## src/rtl/ddr_init_pkg.sv

```systemverilog
package ddr_init_pkg;

   // command kinds presented to the pin encoder
   typedef enum logic [1:0] {
      CMD_NOP,
      CMD_PRE_ALL,
      CMD_REFRESH,
      CMD_MODE
   } mem_cmd_e;

   // sequencer states; issue states last exactly one cycle
   typedef enum logic [3:0] {
      ST_PWR_WAIT,
      ST_CKE_UP,
      ST_WAIT,
      ST_PRE1,
      ST_EMRS,
      ST_MRS_DLL,
      ST_PRE2,
      ST_REF,
      ST_MRS_OP,
      ST_DONE
   } seq_state_e;

   // {cs_n, ras_n, cas_n, we_n}
   typedef logic [3:0] cmd_pins_t;

endpackage

```

## src/rtl/ddr_init_down_ctr.sv

```systemverilog
module ddr_init_down_ctr #(
   parameter int CW      = 16,
   parameter int RST_VAL = 0
) (
   input  logic          clk,
   input  logic          rst,
   input  logic          load_i,
   input  logic [CW-1:0] load_val_i,
   output logic          zero_o
);

   logic [CW-1:0] cnt_q;

   always_ff @(posedge clk) begin
      if (rst)
         cnt_q <= CW'(RST_VAL);
      else if (load_i)
         cnt_q <= load_val_i;
      else if (cnt_q != '0)
         cnt_q <= cnt_q - 1'b1;
   end

   assign zero_o = (cnt_q == '0);

endmodule

```

## src/rtl/ddr_init_mode_word.sv

```systemverilog
module ddr_init_mode_word #(
   parameter int AW         = 12,
   parameter int CAS_LAT_X2 = 5,
   parameter int BURST_LEN  = 4,
   parameter int INTERLEAVE = 0,
   parameter int DRV_HALF   = 0
) (
   output logic [AW-1:0] op_word_o,
   output logic [AW-1:0] ext_word_o
);

   logic [2:0] cl_code;
   logic [2:0] bl_code;

   if (CAS_LAT_X2 == 4) begin : g_cl2
      assign cl_code = 3'b010;
   end else if (CAS_LAT_X2 == 5) begin : g_cl25
      assign cl_code = 3'b110;
   end else if (CAS_LAT_X2 == 6) begin : g_cl3
      assign cl_code = 3'b011;
   end else begin : g_cl_bad
      $error("CAS_LAT_X2 must be 4, 5 or 6");
      assign cl_code = 3'b000;
   end

   if (BURST_LEN == 2) begin : g_bl2
      assign bl_code = 3'b001;
   end else if (BURST_LEN == 4) begin : g_bl4
      assign bl_code = 3'b010;
   end else if (BURST_LEN == 8) begin : g_bl8
      assign bl_code = 3'b011;
   end else begin : g_bl_bad
      $error("BURST_LEN must be 2, 4 or 8");
      assign bl_code = 3'b000;
   end

   if (INTERLEAVE != 0 && INTERLEAVE != 1) begin : g_wrap_bad
      $error("INTERLEAVE must be 0 or 1");
   end
   if (DRV_HALF != 0 && DRV_HALF != 1) begin : g_drv_bad
      $error("DRV_HALF must be 0 or 1");
   end

   localparam logic WRAP_BIT = (INTERLEAVE != 0);
   localparam logic DRV_BIT  = (DRV_HALF != 0);

   assign op_word_o  = AW'({cl_code, WRAP_BIT, bl_code});
   // A0 low keeps the DLL enabled, A1 picks drive strength
   assign ext_word_o = AW'({DRV_BIT, 1'b0});

endmodule

```

## src/rtl/ddr_init_cmd_enc.sv

```systemverilog
module ddr_init_cmd_enc
   import ddr_init_pkg::*;
(
   input  mem_cmd_e  cmd_i,
   output cmd_pins_t pins_o
);

   always_comb begin
      unique case (cmd_i)
         CMD_PRE_ALL: pins_o = 4'b0010;
         CMD_REFRESH: pins_o = 4'b0001;
         CMD_MODE:    pins_o = 4'b0000;
         default:     pins_o = 4'b0111;
      endcase
   end

endmodule

```

## src/rtl/ddr_init_seq.sv

```systemverilog
module ddr_init_seq
   import ddr_init_pkg::*;
#(
   parameter int AW         = 12,
   parameter int CLK_MHZ    = 100,
   parameter int STAB_US    = 200,
   parameter int T_RP       = 3,
   parameter int T_RFC      = 10,
   parameter int T_MRD      = 2,
   parameter int DLL_LOCK   = 200,
   parameter int N_REFRESH  = 2,
   parameter int CAS_LAT_X2 = 5,
   parameter int BURST_LEN  = 4,
   parameter int INTERLEAVE = 0,
   parameter int DRV_HALF   = 0
) (
   input  logic          clk,
   input  logic          rst,
   output logic          mem_cke,
   output logic          mem_cs_n,
   output logic          mem_ras_n,
   output logic          mem_cas_n,
   output logic          mem_we_n,
   output logic [1:0]    mem_ba,
   output logic [AW-1:0] mem_addr,
   output logic          init_done
);

   localparam int STAB_CYC = CLK_MHZ * STAB_US;
   localparam int LOCK_W   = (DLL_LOCK > T_MRD) ? DLL_LOCK : T_MRD;
   localparam int MAX_A    = (STAB_CYC > LOCK_W) ? STAB_CYC : LOCK_W;
   localparam int MAX_B    = (T_RFC > T_RP) ? T_RFC : T_RP;
   localparam int MAX_W    = (MAX_A > MAX_B) ? MAX_A : MAX_B;
   localparam int CW       = $clog2(MAX_W + 1);
   localparam int RW       = $clog2(N_REFRESH + 1);

   if (AW < 11) begin : g_aw_bad
      $error("AW must reach A10");
   end
   if (N_REFRESH < 2) begin : g_ref_bad
      $error("N_REFRESH must be at least 2");
   end
   if (T_MRD < 2 || T_RP < 2 || T_RFC < 2) begin : g_gap_bad
      $error("command spacing parameters must be at least 2");
   end
   if (STAB_CYC < 1) begin : g_stab_bad
      $error("stabilization time must be nonzero");
   end

   seq_state_e      st_q, ret_q;
   logic [RW-1:0]   ref_q;
   logic            ld;
   logic [CW-1:0]   ld_val;
   logic            wait_zero;
   logic [AW-1:0]   op_word, ext_word;
   mem_cmd_e        cmd;
   cmd_pins_t       pins;

   ddr_init_down_ctr #(
      .CW      (CW),
      .RST_VAL (STAB_CYC - 1)
   ) u_wait (
      .clk        (clk),
      .rst        (rst),
      .load_i     (ld),
      .load_val_i (ld_val),
      .zero_o     (wait_zero)
   );

   ddr_init_mode_word #(
      .AW         (AW),
      .CAS_LAT_X2 (CAS_LAT_X2),
      .BURST_LEN  (BURST_LEN),
      .INTERLEAVE (INTERLEAVE),
      .DRV_HALF   (DRV_HALF)
   ) u_word (
      .op_word_o  (op_word),
      .ext_word_o (ext_word)
   );

   // each issue state loads the spacing it needs; the next issue
   // happens exactly that many cycles later
   always_comb begin
      ld     = 1'b1;
      ld_val = '0;
      unique case (st_q)
         ST_CKE_UP, ST_EMRS, ST_MRS_OP: ld_val = CW'(T_MRD - 2);
         ST_PRE1, ST_PRE2:              ld_val = CW'(T_RP - 2);
         ST_MRS_DLL:                    ld_val = CW'(LOCK_W - 2);
         ST_REF:                        ld_val = CW'(T_RFC - 2);
         default:                       ld     = 1'b0;
      endcase
   end

   always_ff @(posedge clk) begin
      if (rst) begin
         st_q  <= ST_PWR_WAIT;
         ret_q <= ST_PRE1;
         ref_q <= '0;
      end else begin
         unique case (st_q)
            ST_PWR_WAIT: if (wait_zero) st_q <= ST_CKE_UP;
            ST_CKE_UP: begin
               st_q  <= ST_WAIT;
               ret_q <= ST_PRE1;
            end
            ST_PRE1: begin
               st_q  <= ST_WAIT;
               ret_q <= ST_EMRS;
            end
            ST_EMRS: begin
               st_q  <= ST_WAIT;
               ret_q <= ST_MRS_DLL;
            end
            ST_MRS_DLL: begin
               st_q  <= ST_WAIT;
               ret_q <= ST_PRE2;
            end
            ST_PRE2: begin
               st_q  <= ST_WAIT;
               ret_q <= ST_REF;
            end
            ST_REF: begin
               st_q  <= ST_WAIT;
               ref_q <= ref_q + 1'b1;
               ret_q <= (ref_q == RW'(N_REFRESH - 1)) ? ST_MRS_OP : ST_REF;
            end
            ST_MRS_OP: begin
               st_q  <= ST_WAIT;
               ret_q <= ST_DONE;
            end
            ST_WAIT:  if (wait_zero) st_q <= ret_q;
            default:  st_q <= ST_DONE;
         endcase
      end
   end

   always_comb begin
      cmd      = CMD_NOP;
      mem_ba   = 2'b00;
      mem_addr = '0;
      unique case (st_q)
         ST_PRE1, ST_PRE2: begin
            cmd          = CMD_PRE_ALL;
            mem_addr[10] = 1'b1;
         end
         ST_EMRS: begin
            cmd      = CMD_MODE;
            mem_ba   = 2'b01;
            mem_addr = ext_word;
         end
         ST_MRS_DLL: begin
            cmd         = CMD_MODE;
            mem_addr    = op_word;
            mem_addr[8] = 1'b1;
         end
         ST_REF:    cmd = CMD_REFRESH;
         ST_MRS_OP: begin
            cmd      = CMD_MODE;
            mem_addr = op_word;
         end
         default: cmd = CMD_NOP;
      endcase
   end

   ddr_init_cmd_enc u_enc (
      .cmd_i  (cmd),
      .pins_o (pins)
   );

   assign {mem_cs_n, mem_ras_n, mem_cas_n, mem_we_n} = pins;
   assign mem_cke   = (st_q != ST_PWR_WAIT);
   assign init_done = (st_q == ST_DONE);

endmodule

```

## config.mk

```make
export PLATFORM = sky130hd
export DESIGN_NAME = ddr_init_seq
export DESIGN_NICKNAME = d
export VERILOG_FILES = /design/src/rtl/ddr_init_pkg.sv /design/src/rtl/ddr_init_down_ctr.sv /design/src/rtl/ddr_init_mode_word.sv /design/src/rtl/ddr_init_cmd_enc.sv /design/src/rtl/ddr_init_seq.sv
export SDC_FILE = /design/constraint.sdc
export NUM_CORES = 1
export LEC_CHECK = 0
export BUFFER_PORTS_ARGS = -buffer_cell sky130_fd_sc_hd__buf_2
export CORE_MARGIN = 8
export CORE_UTILIZATION = 30
export CTS_CLUSTER_DIAMETER = 80
export DETAILED_ROUTE_END_ITERATION = 6
export SYNTH_ARGS = -nofsm -noshare
export SYNTH_HDL_FRONTEND = slang
export SYNTH_SLANG_ARGS = --single-unit
```

## constraint.sdc

```tcl
create_clock -name clk -period 2.04 [get_ports clk]
set_input_delay 0.51 -clock clk [delete_from_list [all_inputs] [get_ports clk]]
set_output_delay 0.51 -clock clk [all_outputs]
set_load 0.01 [all_outputs]
```

==> flow_metrics.env <==
export IMPL_grt_pass1_wl_um=6340
export IMPL_io_buffers=12
export IMPL_finalCritPeriodShare_pct=97.2
export IMPL_cts_buffers_inserted=3
export IMPL_slew_limit_headroom_pct=56.8
export IMPL_final_util_pct=36.0
export IMPL_final_layout_size_suffix_gt1_share_pct=24.1
export IMPL_final_min_clock_period_ps=1980
export IMPL_grt_ovfl_total=0
export IMPL_crit_path_top_delay_cell="or4_1"
export IMPL_grt_util_met2_pct=17.7
export IMPL_min_from="ref_q[1]"
export IMPL_crit_type="reg2out"
export IMPL_die_w_um=87.6
export IMPL_core_area_sq_mm=0.00504
export IMPL_grt_max_degree=21
export IMPL_grt_usage_pct=10.2
export IMPL_antenna_found_initial=0
export IMPL_synth_yosys_seq_area_share_pct=32.5
export IMPL_hpwl_um=2740
export IMPL_tightest_slew_ps=643
export IMPL_final_max_slew_violation_count=0
export IMPL_cpPeakStageDelay_ps=520
export IMPL_min_path_type="reg2reg"
export IMPL_use_met1_pct=12.9
export IMPL_fmax_mhz=504
export IMPL_firstDrtPassIters=4
export IMPL_final_antenna_net_count=0
export IMPL_postSynthAreaPerCell_sq_um=8.14
export IMPL_r2r_slack_ps=80
export IMPL_cts_root_buf="clkbuf_8"
export IMPL_design_area_sq_mm=0.00182
export IMPL_vias=1407
export IMPL_whs_endpoint="ref_q[1]"
export IMPL_die_h_um=87.6
export IMPL_synth_ff_type="dfxtp_1"
export IMPL_r2r_end="u_wait.cnt_q[7]"
export IMPL_synth_edff_count=0
export IMPL_leakage_nw=0.732
export IMPL_syn_to_final_growth_pct=18.1
export IMPL_rsz0062_at_grt="yes"
export IMPL_avgRoutedWirePerCell_um=13.2
export IMPL_max_cap_violations=0
export IMPL_nNetsFinal=217
export IMPL_drt_wl_total_um=3720
export IMPL_async_flop_share_pct=0
export IMPL_io_pins=22
export IMPL_yosys_register_bits=25
export IMPL_reg2reg_from="st_q[2]"
export IMPL_ys_types=53
export IMPL_drc=0
export IMPL_most_common_layout_cells="buf_4 (20), dfxtp_1 (20), nor2_1 (18)"
export IMPL_diodes=0
export IMPL_path_cells="buf_4 > or4_1 > buf_2"
export IMPL_ctsLongestPathBuffers=2
export IMPL_grt_busiest_layer="met2"
export IMPL_crit_start="st_q[3]"
export IMPL_synthCells=189
export IMPL_crit_fanout=11
export IMPL_worst_ep_arrival_time_ps=1470
export IMPL_hold_viol_final=0
export IMPL_yosysWarnings=0
export IMPL_gr_usage_met3_pct=2.44
export IMPL_cts_clk_slew_worst_paths_ps=90
export IMPL_insertion_delay_ps=270
export IMPL_peakVddDrop_uv=384
export IMPL_reg2reg_depth=6
export IMPL_globalplace_congestion=0.799
export IMPL_postPlaceCellArea_sq_mm=0.00171
export IMPL_n_fill_cell=527
export IMPL_final_setup_skew_ps=4.11
export IMPL_rows=26
export IMPL_setup_viol=0
export IMPL_outcome="finished, final reports clean"
export IMPL_drt_initial_drc_count=90
export IMPL_first_global_vias=1388
export IMPL_clock_sinks=25
export IMPL_crit_path_start_kind="register"
export IMPL_dieArea_sq_mm=0.00767
export IMPL_synth_area_sq_mm=0.00154
export IMPL_avgViaCountPerCell=4.99
export IMPL_cts_tree="built"
export IMPL_h_tree_depth=1
export IMPL_required_ps=1530
export IMPL_crit_path_end_kind="primary output"
export IMPL_initial_utilization_pct=30.5
export IMPL_cellPowerDensity_mw_per_mm2=463
export IMPL_worstHoldPathCells=2
-- power by group --
group	internal, W	leakage [nW]	total, W	switching [W]
clock network	0.000137	0.0255	0.000304	0.000167
logic	0.0000146	0.502	0.0000404	0.0000258
registers	0.000491	0.205	0.000497	0.00000669
total	0.000642	0.732	0.000842	0.000200
-- metal layers --
| metal | routed length, um | vias to the layer above |
|---|---|---|
| li1 | - | 720 |
| met1 | 1910 | 669 |
| met2 | 1730 | 16 |
| met3 | 72 | 2 |
| met4 | 7 | 0 |
| met5 | 0 | - |
-- worst max-delay path, delay by kind of cell, from the launching register on --
kind | cells | cell delay (ps)
and+or+nand+nor | 1 | 520
buffers and inverters | 2 | 330
DFF | 1 | 350
-- cell usage after synthesis (all sizes together) (5+ instances only) --
library cell	count	area, sq um
nor3	6	30.0
clkbuf	6	22.5
o21bai	5	37.5
nand3	7	35.0
dfxtp	25	500
inv	9	33.8
o21ai	7	35.0
buf	15	100
a21oi	9	45.0
nand4	5	37.5
nand2	7	26.3
nor2	19	71.3
-- through the flow --
stage | hold slack (ps) | setup WS (ps) | total power, W | setup TNS, ps | instances
floorplan | 463 | 159 | 0.000553 | 0 | 197
global placement | 487 | 207 | 0.000549 | 0 | 274
detailed placement | 491 | 151 | 0.000550 | 0 | 274
CTS | 505 | 0.383 | 0.000850 | 0 | 281
global route | 532 | -67.9 | 0.000879 | -219 | 282
finish | 506 | 56.9 | 0.000842 | 0 | 282
-- logic make-up after synthesis --
logic type	Yosys count	synth area share, %
and+or+nand+nor	72	27.8
AOI/OAI and AO/OA	52	23.8
buffers and inverters	31	10.4
DFF	25	32.5
xor gates and xnor gates	5	2.85
adders and majority gates	2	1.63
other	1	0.244
muxes	1	0.651
-- registers in the layout, indices dropped and copies added, names as in the netlist --
signal	flops
ref_q	2
u_wait.cnt_q	15
st_q	4
ret_q	4
-- timing repair --
action	CTS	global route
hold buffers	0	0
resized for setup	5	6
pin swaps	2	3
buffers inserted	3	1
endpoints found under the setup margin	3	10
-- how the worst max path moves through the flow --
stage                        to  slack (ps)
3_3_place_gp   u_wait.cnt_q[13]         210
3_5_place_dp   u_wait.cnt_q[13]         150
5_1_grt         u_wait.cnt_q[7]         -70
6_report                mem_cke          60
2_1_floorplan         mem_cas_n         160
4_1_cts                mem_we_n         0.4
-- layout make-up --
cell class,count,area (sq um),area share [%]
clock buffer,3,41.3,2.27
clock inverter,1,5.00,0.275
inverter,10,37.5,2.07
multi-input combinational,141,923,50.8
sequential,25,512,28.2
tap,70,87.6,4.82
timing repair buffer,32,210,11.6
Power figures use the tool's default switching activity.
